==> src/rtl/trip_cal_pkg.sv <==
package trip_cal_pkg;
  typedef enum logic [1:0] {
    ACT_NONE  = 2'd0,
    ACT_UP    = 2'd1,
    ACT_DN    = 2'd2,
    ACT_BLOCK = 2'd3
  } cal_act_e;
endpackage

==> src/rtl/trip_cal_upstream.sv <==
module trip_cal_upstream #(
  parameter int DLY_W = 12,
  parameter int BF_W  = 8,
  parameter int WD_W  = 4
) (
  input  logic             clk_i,
  input  logic             rst_ni,
  input  logic             src_reg_i,
  input  logic [DLY_W-1:0] reg_dly_i,
  input  logic [BF_W-1:0]  loc_bf_i,
  input  logic [WD_W-1:0]  loc_wd_i,
  input  logic [BF_W-1:0]  bf_cnt_i,
  input  logic [WD_W-1:0]  wd_cnt_i,
  input  logic             rx_vld_i,
  input  logic [DLY_W-1:0] rx_word_i,
  output logic [DLY_W-1:0] up_dly_o
);
  logic [DLY_W-1:0] hf_q;
  logic             hit;

  assign hit = rx_vld_i && (bf_cnt_i == loc_bf_i) && (wd_cnt_i == loc_wd_i);

  always_ff @(posedge clk_i or negedge rst_ni) begin
    if (!rst_ni)  hf_q <= '0;
    else if (hit) hf_q <= rx_word_i;
  end

  assign up_dly_o = src_reg_i ? reg_dly_i : hf_q;
endmodule

==> src/rtl/trip_cal_measure.sv <==
module trip_cal_measure #(
  parameter int CYC_W           = 8,
  parameter int STEPS_PER_CYCLE = 16,
  parameter int OFS_W           = 8,
  localparam int STEP_W         = $clog2(STEPS_PER_CYCLE),
  localparam int DLY_W          = CYC_W + STEP_W
) (
  input  logic                    [DLY_W-1:0]  up_dly_i,
  input  logic                    [DLY_W-1:0]  rx_dly_i,
  input  logic signed             [OFS_W-1:0]  ofs_i,
  input  logic                    [CYC_W-1:0]  tgt_cyc_i,
  input  logic                    [STEP_W-1:0] tgt_step_i,
  output logic                    [CYC_W-1:0]  meas_cyc_o,
  output logic                    [STEP_W-1:0] meas_step_o,
  output logic                                 gt_o,
  output logic                                 lt_o
);
  localparam int SUM_W = ((DLY_W > OFS_W) ? DLY_W : OFS_W) + 2;
  localparam int TGT_W = DLY_W + 1;
  localparam logic [DLY_W-1:0] MEAS_MAX = DLY_W'((2 ** CYC_W) * STEPS_PER_CYCLE - 1);
  localparam bit SPC_POW2 = (STEPS_PER_CYCLE & (STEPS_PER_CYCLE - 1)) == 0;

  logic signed [SUM_W-1:0] ofs_x, sum_s, max_s;
  logic        [DLY_W-1:0] meas;
  logic        [TGT_W-1:0] tgt_lin;

  assign ofs_x = SUM_W'(ofs_i);
  assign max_s = $signed(SUM_W'(MEAS_MAX));
  assign sum_s = $signed(SUM_W'(up_dly_i)) + $signed(SUM_W'(rx_dly_i)) + ofs_x;

  always_comb begin
    if (sum_s < 0)          meas = '0;
    else if (sum_s > max_s) meas = MEAS_MAX;
    else                    meas = sum_s[DLY_W-1:0];
  end

  assign tgt_lin = TGT_W'(tgt_cyc_i) * TGT_W'(STEPS_PER_CYCLE) + TGT_W'(tgt_step_i);
  assign gt_o    = tgt_lin > {1'b0, meas};
  assign lt_o    = tgt_lin < {1'b0, meas};

  generate
    if (SPC_POW2) begin : g_shift
      assign meas_cyc_o  = meas[DLY_W-1:STEP_W];
      assign meas_step_o = meas[STEP_W-1:0];
    end else begin : g_div
      assign meas_cyc_o  = CYC_W'(meas / DLY_W'(STEPS_PER_CYCLE));
      assign meas_step_o = STEP_W'(meas % DLY_W'(STEPS_PER_CYCLE));
    end
  endgenerate
endmodule

==> src/rtl/trip_cal_stepper.sv <==
module trip_cal_stepper
  import trip_cal_pkg::*;
#(
  parameter int OFS_W = 8
) (
  input  logic                    clk_i,
  input  logic                    rst_ni,
  input  logic                    chk_i,
  input  logic                    en_i,
  input  logic                    gt_i,
  input  logic                    lt_i,
  input  logic signed [OFS_W-1:0] ofs_min_i,
  input  logic signed [OFS_W-1:0] ofs_max_i,
  input  logic                    ps_done_i,
  output logic                    accept_o,
  output logic                    ps_step_o,
  output logic                    ps_dir_o,
  output logic                    busy_o,
  output logic signed [OFS_W-1:0] ofs_o,
  output logic                    oor_o
);
  localparam logic signed [OFS_W-1:0] ONE = OFS_W'(1);

  cal_act_e                act;
  logic                    step_q, dir_q, busy_q, oor_q;
  logic signed [OFS_W-1:0] ofs_q;

  assign accept_o = chk_i && !busy_q;

  always_comb begin
    act = ACT_NONE;
    if (en_i && gt_i)      act = (ofs_q >= ofs_max_i) ? ACT_BLOCK : ACT_UP;
    else if (en_i && lt_i) act = (ofs_q <= ofs_min_i) ? ACT_BLOCK : ACT_DN;
  end

  always_ff @(posedge clk_i or negedge rst_ni) begin
    if (!rst_ni) begin
      step_q <= 1'b0;
      dir_q  <= 1'b0;
      busy_q <= 1'b0;
      oor_q  <= 1'b0;
      ofs_q  <= '0;
    end else begin
      step_q <= 1'b0;
      if (accept_o) begin
        unique case (act)
          ACT_UP: begin
            step_q <= 1'b1;
            dir_q  <= 1'b1;
            busy_q <= 1'b1;
            ofs_q  <= ofs_q + ONE;
          end
          ACT_DN: begin
            step_q <= 1'b1;
            dir_q  <= 1'b0;
            busy_q <= 1'b1;
            ofs_q  <= ofs_q - ONE;
          end
          ACT_BLOCK: oor_q <= 1'b1;
          default: ;
        endcase
      end else if (busy_q && ps_done_i) begin
        busy_q <= 1'b0;
      end
    end
  end

  assign ps_step_o = step_q;
  assign ps_dir_o  = dir_q;
  assign busy_o    = busy_q;
  assign ofs_o     = ofs_q;
  assign oor_o     = oor_q;
endmodule

==> src/rtl/trip_delay_cal.sv <==
module trip_delay_cal #(
  parameter int CYC_W           = 8,
  parameter int STEPS_PER_CYCLE = 16,
  parameter int OFS_W           = 8,
  parameter int BF_W            = 8,
  parameter int WD_W            = 4,
  localparam int STEP_W         = $clog2(STEPS_PER_CYCLE),
  localparam int DLY_W          = CYC_W + STEP_W
) (
  input  logic                    clk_i,
  input  logic                    rst_ni,
  input  logic                    cal_en_i,
  input  logic                    auto_chk_i,
  input  logic                    chk_req_i,
  input  logic                    hf_start_i,
  input  logic [CYC_W-1:0]        tgt_cyc_i,
  input  logic [STEP_W-1:0]       tgt_step_i,
  input  logic                    up_from_reg_i,
  input  logic [DLY_W-1:0]        up_reg_dly_i,
  input  logic [BF_W-1:0]         up_loc_bf_i,
  input  logic [WD_W-1:0]         up_loc_wd_i,
  input  logic [BF_W-1:0]         bf_cnt_i,
  input  logic [WD_W-1:0]         wd_cnt_i,
  input  logic                    rx_vld_i,
  input  logic [DLY_W-1:0]        rx_word_i,
  input  logic [DLY_W-1:0]        rx_path_dly_i,
  input  logic signed [OFS_W-1:0] ofs_min_i,
  input  logic signed [OFS_W-1:0] ofs_max_i,
  input  logic                    ps_done_i,
  output logic                    ps_step_o,
  output logic                    ps_dir_o,
  output logic                    busy_o,
  output logic [CYC_W-1:0]        cur_cyc_o,
  output logic [STEP_W-1:0]       cur_step_o,
  output logic signed [OFS_W-1:0] ofs_o,
  output logic                    oor_o
);
  logic [DLY_W-1:0]  up_dly;
  logic [CYC_W-1:0]  meas_cyc, cyc_q;
  logic [STEP_W-1:0] meas_step, stp_q;
  logic              gt, lt, chk, accept;

  assign chk = chk_req_i || (auto_chk_i && hf_start_i);

  trip_cal_upstream #(.DLY_W(DLY_W), .BF_W(BF_W), .WD_W(WD_W)) i_upstream (
    .clk_i     (clk_i),
    .rst_ni    (rst_ni),
    .src_reg_i (up_from_reg_i),
    .reg_dly_i (up_reg_dly_i),
    .loc_bf_i  (up_loc_bf_i),
    .loc_wd_i  (up_loc_wd_i),
    .bf_cnt_i  (bf_cnt_i),
    .wd_cnt_i  (wd_cnt_i),
    .rx_vld_i  (rx_vld_i),
    .rx_word_i (rx_word_i),
    .up_dly_o  (up_dly)
  );

  trip_cal_measure #(.CYC_W(CYC_W), .STEPS_PER_CYCLE(STEPS_PER_CYCLE), .OFS_W(OFS_W)) i_measure (
    .up_dly_i    (up_dly),
    .rx_dly_i    (rx_path_dly_i),
    .ofs_i       (ofs_o),
    .tgt_cyc_i   (tgt_cyc_i),
    .tgt_step_i  (tgt_step_i),
    .meas_cyc_o  (meas_cyc),
    .meas_step_o (meas_step),
    .gt_o        (gt),
    .lt_o        (lt)
  );

  trip_cal_stepper #(.OFS_W(OFS_W)) i_stepper (
    .clk_i     (clk_i),
    .rst_ni    (rst_ni),
    .chk_i     (chk),
    .en_i      (cal_en_i),
    .gt_i      (gt),
    .lt_i      (lt),
    .ofs_min_i (ofs_min_i),
    .ofs_max_i (ofs_max_i),
    .ps_done_i (ps_done_i),
    .accept_o  (accept),
    .ps_step_o (ps_step_o),
    .ps_dir_o  (ps_dir_o),
    .busy_o    (busy_o),
    .ofs_o     (ofs_o),
    .oor_o     (oor_o)
  );

  // status reflects the offset before the step of the same check
  always_ff @(posedge clk_i or negedge rst_ni) begin
    if (!rst_ni) begin
      cyc_q <= '0;
      stp_q <= '0;
    end else if (accept) begin
      cyc_q <= meas_cyc;
      stp_q <= meas_step;
    end
  end

  assign cur_cyc_o  = cyc_q;
  assign cur_step_o = stp_q;
endmodule

==> config.mk <==
export PLATFORM = sky130hd
export DESIGN_NAME = trip_delay_cal
export DESIGN_NICKNAME = d
export VERILOG_FILES = /design/src/rtl/trip_cal_pkg.sv /design/src/rtl/trip_cal_upstream.sv /design/src/rtl/trip_cal_measure.sv /design/src/rtl/trip_cal_stepper.sv /design/src/rtl/trip_delay_cal.sv
export SDC_FILE = /design/constraint.sdc
export NUM_CORES = 1
export LEC_CHECK = 0
export CAP_MARGIN = 25
export CELL_PAD_IN_SITES_DETAIL_PLACEMENT = 0
export CELL_PAD_IN_SITES_GLOBAL_PLACEMENT = 1
export CORE_MARGIN = 1
export CORE_UTILIZATION = 38
export CTS_BUF_LIST = sky130_fd_sc_hd__clkbuf_16
export DETAILED_ROUTE_END_ITERATION = 10
export PLACE_DENSITY_LB_ADDON = 0.12
export REMOVE_ABC_BUFFERS = 1
export SLEW_MARGIN = 20
export SYNTH_ARGS = -nofsm -noshare
export SYNTH_HDL_FRONTEND = slang
export SYNTH_SLANG_ARGS = --single-unit
export TNS_END_PERCENT = 30
==> constraint.sdc <==
create_clock -name clk_i -period 15.4 [get_ports clk_i]
set_input_delay 1.54 -clock clk_i [delete_from_list [all_inputs] [get_ports clk_i]]
set_output_delay 1.54 -clock clk_i [all_outputs]
set_load 0.02 [all_outputs]
# Word-level counts from Yosys, hierarchy flattened

Cells that the tools add are included.

Flip-flop bits (word level): 36
Input port bits: 97
Output and inout port bits: 24
Word-level logic and storage cells: 54

Add/subtract/negate cells: 5
$lt $le $gt $ge: 6
Eq/ne operators: 6
Multiplexer cells: 14
Reduce and logical (&&, ||, !) cells: 15

Operators with widths:

| operator             | number |
|---|---|
| $mux 12              | 3 |
| $pmux 8 s2           | 1 |
| $add 14x8->14        | 1 |
| $gt 14x13->1 const B | 1 |
| $lt 14x1->1 const B  | 1 |
| $add 12x12->13       | 1 |
| $add 12x4->13        | 1 |
| $gt 13x12->1         | 1 |
| $lt 13x12->1         | 1 |
| $add 8x2->8 const B  | 1 |
| $eq 8x8->1           | 1 |
| $ge 8x8->1           | 1 |
| $le 8x8->1           | 1 |
| $sub 8x2->8 const B  | 1 |
| $logic_and 1x1->1    | 7 |
| $mux 1               | 6 |
| $mux 2               | 3 |
| $reduce_and 2->1     | 3 |
| $eq 2x2->1 const B   | 2 |
| $eq 4x4->1           | 1 |
| $reduce_bool 2->1    | 2 |
| $eq 2x1->1 const B   | 1 |
| $ne 2x2->1 const B   | 1 |
| $pmux 1 s2           | 1 |
| 3 further kinds      | 3 |

# Logic depth before layout (Yosys ltp)

Word-level depth: 14
Depth in mapped cells: 34
Mapped depth without buffers: 33

# Modules after synthesis

A second synthesis with hierarchy kept.

Cell total of the unflattened synthesis: 421
Area, all modules: 3962.6 µm²

Modules (own cells, without submodules):

| module            | times used | cells each | area each (µm²) | sequential area each (µm²) |
|---|---|---|---|---|
| trip_cal_measure  | 1          | 201        | 1552.7          | 0.0 |
| trip_cal_stepper  | 1          | 139        | 1193.6          | 300.3 |
| trip_cal_upstream | 1          | 55         | 724.4           | 300.3 |
| trip_delay_cal    | 1          | 26         | 491.7           | 300.3 |

# Least setup slack after synthesis

No wires, ideal clock.

Path kind: in2reg
Start point: input up_from_reg_i
End point: register i_stepper.ofs_q[6], in the netlist i_stepper.ofs_o[6]
Setup time: 0.096 ns
Data arrival time: 7.836 ns
Required time: 15.304 ns
Path slack: 7.468 ns
Cell stages on the path: 30
Path buffers: 2
Cell sequence: buf_1 -> mux2_2 -> ha_1 -> nor2b_1 -> o21ai_0 -> a21boi_0 -> o21a_1 -> o41ai_1 -> o21ai_0 -> ha_1 -> nand2b_1 -> o311ai_0 -> nor3_4 -> buf_2 -> a21bo_2 -> ha_1 -> and3_1 -> nand3_1 -> nor3_1 -> nor2_1 -> o21ai_0 -> o32ai_1 -> ha_1 -> ha_1 -> nor2b_1 -> o21ai_0 -> a21oi_1 -> o21a_1 -> o21a_1 -> o31ai_1

Cells in the longest elaborated chain, start to end: 13
Elaborated cells between the ends (all ways): 18
Those cells by class: 2 x add/sub; 4 x order compare; 2 x eq/ne; 6 x mux; 4 x reduce/logical

Ends and longest elaborated chain:

| item                                     | RTL line                | text |
|---|---|---|
| start: declaration                       | trip_delay_cal.sv:18    | `input logic up_from_reg_i,` |
| $mux 12 (*)                              | trip_cal_upstream.sv:28 | `assign up_dly_o = src_reg_i ? reg_dly_i : hf_q;` |
| $add 12x12->13 (*)                       | trip_cal_measure.sv:29  | `assign sum_s = $signed(SUM_W'(up_dly_i)) + $signed(SUM_W'(rx_dly_i)) + ofs_x;` |
| $add 14x8->14 (*)                        | trip_cal_measure.sv:29  |  |
| $gt 14x13->1                             | trip_cal_measure.sv:33  | `else if (sum_s > max_s) meas = MEAS_MAX;` |
| $mux 12                                  | trip_cal_measure.sv:33  |  |
| $mux 12 (*)                              | trip_cal_measure.sv:32  | `if (sum_s < 0) meas = '0;` |
| $lt 13x12->1                             | trip_cal_measure.sv:39  | `assign lt_o = tgt_lin < {1'b0, meas};` |
| $logic_and 1x1->1                        | trip_cal_stepper.sv:33  | `else if (en_i && lt_i) act = (ofs_q <= ofs_min_i) ? ACT_BLOCK : ACT_DN;` |
| $mux 2                                   | trip_cal_stepper.sv:33  |  |
| $mux 2 (*)                               | trip_cal_stepper.sv:32  | `if (en_i && gt_i) act = (ofs_q >= ofs_max_i) ? ACT_BLOCK : ACT_UP;` |
| $eq 2x1->1 or $eq 2x2->1 (tied branches) | trip_cal_stepper.sv:46  | `unique case (act)` |
| $reduce_bool 2->1 (no line)              | -                       |  |
| $reduce_and 2->1 (no line)               | -                       |  |
| end signal: assignment                   | trip_cal_stepper.sv:51  | `ofs_q <= ofs_q + ONE;` |
| end signal: assignment                   | trip_cal_stepper.sv:57  | `ofs_q <= ofs_q - ONE;` |
| end: declaration                         | trip_cal_stepper.sv:26  | `logic signed [OFS_W-1:0] ofs_q;` |

Mark *: on every way between the ends. The rest lies on a longest branch, timed or not.
A chain may end at the register's enable or synchronous reset.

# Worst setup path after layout

Same ends and word-level chain as after synthesis.

==> results.md <==
Run status:
- The flow ran to the end, and the final reports show no timing, DRC or antenna violations.

Clocking:
- The hold-fix buffer count after cts is 0.
- No sink is reached through more buffers than the 2 on the longest clock path.
- The number of gates resized after cts is 0.
- The number of buffers added by the clock tree synthesis step is 5.
- The clock sink total is 36.
- Clock latency on the worst-skew pair, taken at its later pin, is 0.29 ns.
- The buffer count from post-CTS setup fixing is 0.
- The clock transition at the register clock pins on the worst setup and hold paths after CTS is 0.06 ns.
- The TritonCTS clock tree is built.
- The root cell of the clock tree is sky130_fd_sc_hd__clkbuf_16.
- The H-tree was split into 2 levels.

Finish:
- The final-layout fill cell count is 939.
- From synthesis to final layout, the design area changed by 38.09%.
- The fraction of final layout cells sized beyond drive strength 1 is 0.08288.
- The multi-input combinational cells in the finished layout cover a total of 0.002763 mm^2.
- The number of antenna diodes in the final layout is 0.
- The end-of-flow core utilization is 0.5439.
- After the last flow step, the layout net total stands at 715.
- The area taken by flip-flops and latches is 900.9 um^2.

Power:
- The switching share of power is 0.4849.
- Power spread over the standard cell area amounts to 209.9 mW/mm^2.
- In this run the power spent charging and discharging nets is 0.5410 mW.
- The leakage power of the design is 2.386 nW.
- After layout, the design draws a total of 1.116 mW.
- The power share of the clock group is 0.090.
- The worst vdd rail ir drop is 0.07446 mV.
- The combinational share of power is 0.757.
- The share of total power dissipated in sequential elements is 0.153.
- The internal power is 0.5747 mW.

Yosys:
- In the post-synthesis netlist, the biggest area contributors are sky130_fd_sc_hd__dfrtp_1, sky130_fd_sc_hd__ha_1, sky130_fd_sc_hd__mux2_2.
- The biggest area contributor in the post-synthesis netlist is sky130_fd_sc_hd__dfrtp_1.
- For this run, the register share of the synthesized area comes to 0.2340.
- Summing every instance area after synthesis gives 0.003850 mm^2.
- The most common cell in the synthesized netlist is sky130_fd_sc_hd__ha_1.
- For this run, asynchronously set or reset flops after synthesis account for 1.000.
- For this run, the number of Yosys warnings is 0.
- The count of flip-flops with a built-in enable after synthesis is 0.
- The share of the synthesized area in the top cell type is 0.2340.
- The most used flip-flop cell after synthesis is sky130_fd_sc_hd__dfrtp_1.
- After synthesis, the mean cell area works out to 8.830 um^2.
- The number of library cell types mapped by synthesis is 55.
- The gate count after technology mapping is 436.
- In this run, synthesis produced a sequential element count of 36.
- Counting instances in the post-synthesis netlist gives the leading cell types as sky130_fd_sc_hd__ha_1, sky130_fd_sc_hd__inv_1, sky130_fd_sc_hd__dfrtp_1, sky130_fd_sc_hd__nor2_1, sky130_fd_sc_hd__nand2_1.

STA:
- The final sum of negative setup slack is 0 ns.
- The remaining max-slew budget at the tightest pin is 0.4289.
- Setup slack closes at 6.291 ns.
- The number of hold-slack violations in the final timing report is 0.
- Dividing the final minimum period by the clock period gives 0.5915.
- The maximum operating frequency is 109.8 MHz.
- The slew at the pin with the worst max-slew slack is 0.8566 ns.
- Setup repair after global routing left no endpoint under its margin.
- The smallest clock period supported by the final layout is computed as 9.109 ns.
- The number of max-slew violations in the final report is 0.
- Setup violations remaining at the end of the flow were counted as 0.
- The post-route worst hold slack is 0.4514 ns.
- The worst clock skew is 0.008218 ns.

Floorplanning:
- The floorplan die area is 0.01054 mm^2.
- For this configuration, the core starts out at a cell density of 0.3939.
- The number of core rows is 36.
- The die boundary height is 102.7 um.
- The region available for standard cell placement spans 0.009774 mm^2.
- In this run the count of I/O pins placed on the die edge is 121.
- The overall die width is 102.7 um.

Placed design:
- The HPWL after detailed placement is 7979 um.
- At the end of routability-driven placement, the weighted congestion stood at 0.8356.
- At the placement stage, the worst setup path has a slack of 5.993 ns.
- The number of input and output port buffers inserted is 120.

Job:
- The number of maximum-capacitance violations is 0.

GRT:
- The via count of the first global-routing pass is 3426.
- The maximum number of pins on one net before global-route repair is 37.
- Across every metal layer, demand over resource in global routing totals 0.1945.
- Global routing finished with a remaining overflow of 0.
- The initial antenna violation count is 0.
- The global-route wire length before repair is 15860 um.

Detailed routing:
- The initial DRC count is 87.
- The routed via count divided by cell count is 5.057.
- The total vias in the final route is 3479.
- The number of remaining DRC errors is 0.
- The routed design has 9498 um of wire.
- For this run, the detailed router's first-pass iteration total came to 4.
- The wire length per cell after detailed routing is 13.81 um.
- The remaining number of nets flagged by the antenna check after routing is 0.

Critical path:
- The number of buffers and inverters on the critical path is 2.
- The endpoint required time on the critical path is 15.59 ns.
- Along the worst path, the maximum fanout reaches 12.
- The worst-case register-to-register setup slack is 8.12 ns.
- In this run the worst setup path begins at up_from_reg_i.
- The worst reg2reg path depth is 32.
- The critical path is of the input port to flop type.
- STA classifies the critical path startpoint as an input port.
- For this run, the slowest stage of the critical path takes 0.81 ns.
- Data on the critical path arrives at its endpoint at 9.30 ns.
- The category of cells accounting for the largest share of critical-path delay is compound AO/OA/AOI/OAI gates.
- The capturing element type of the critical path is a flop.
- The startpoint of the worst-slack reg-to-reg timing path is i_upstream.hf_q[0].
- By instance count, the cell type seen most on the critical path is sky130_fd_sc_hd__ha_1.
- Following the worst setup path forward leads to its endpoint at i_stepper.ofs_o[6].
- In this run the number of cells on the critical path is 33.
- The master of the slowest instance on the critical path is sky130_fd_sc_hd__clkdlybuf4s50_1.
- The destination of the worst register-to-register timing path is i_stepper.ofs_o[6].

Min path:
- In this run the worst hold path is classified as flop to flop.
[sequential cells by signal, indices dropped and copies added, names as in the netlist]
register             count
i_upstream.hf_q         12
cur_cyc_o                8
i_stepper.ofs_o          8
cur_step_o               4
i_stepper.busy_o         1
i_stepper.oor_o          1
i_stepper.ps_dir_o       1
i_stepper.ps_step_o      1
[kinds of logic after synthesis]
kind of cell,Yosys count,share of synthesized area
mux,26,0.07540
simple gates,111,0.1410
compound gates,116,0.2047
xor+xnor,36,0.08190
fa+ha+maj,64,0.2138
buf+inv,47,0.04907
flops,36,0.2340
[power by group through the flow]
stage | sequential, mW | combinational [mW] | clock [mW]
finish | 0.170 | 0.845 | 0.100
global route | 0.176 | 0.962 | 0.107
CTS | 0.172 | 0.854 | 0.103
detailed placement | 0.173 | 0.850 | 0
global placement | 0.173 | 0.835 | 0
floorplan | 0.198 | 0.582 | 0
[layout make-up]
type | instances | share of cell area
Clock buffer | 5 | 0.02353
Clock inverter | 3 | 0.003530
Inverter | 37 | 0.02612
Multi-Input combinational cell | 353 | 0.5197
Sequential cell | 36 | 0.1695
Tap cell | 133 | 0.03130
Timing Repair Buffer | 121 | 0.2264
[cells in the final DEF (no fill, tap or decap), drive strengths merged, types with 9 or more instances in the layout]
| cell type | count |
|---|---|
| xor2 | 11 |
| o21ai | 30 |
| nor2 | 36 |
| mux2 | 24 |
| clkdlybuf4s50 | 119 |
| ha | 61 |
| nor3 | 14 |
| dfrtp | 36 |
| xnor2 | 25 |
| inv | 37 |
| a211oi | 12 |
| o21a | 9 |
| nand2 | 26 |
| a21o | 10 |
| a21oi | 21 |
[worst min-delay path by stage]
stage / startpoint / end / slack (ns) / cells past startpoint
2_1_floorplan: i_upstream.hf_q[0] / i_upstream.hf_q[0] / 0.48 / 1
3_3_place_gp: i_stepper.oor_o / i_stepper.oor_o / 0.44 / 1
3_5_place_dp: i_stepper.oor_o / i_stepper.oor_o / 0.44 / 1
4_1_cts: i_stepper.oor_o / i_stepper.oor_o / 0.46 / 1
5_1_grt: i_stepper.oor_o / i_stepper.oor_o / 0.49 / 1
6_report: i_stepper.oor_o / i_stepper.oor_o / 0.45 / 1
[through the flow]
step	cells	instance area (um^2)
global route	688	5316
floorplan	426	3800
detailed placement	680	5172
CTS	688	5316
finish	688	5316
global placement	680	5170
[metal layers]
| layer | part of all wire | global-route usage | vias to the layer above |
|---|---|---|---|
| li1 | - | - | 1814 |
| met5 | 0 | 0 | - |
| met3 | 0.060 | 0.04678 | 6 |
| met1 | 0.46 | 0.2441 | 1563 |
| met4 | 0.0074 | 0.03626 | 0 |
| met2 | 0.47 | 0.3400 | 96 |
Power figures use the tool's default switching activity.
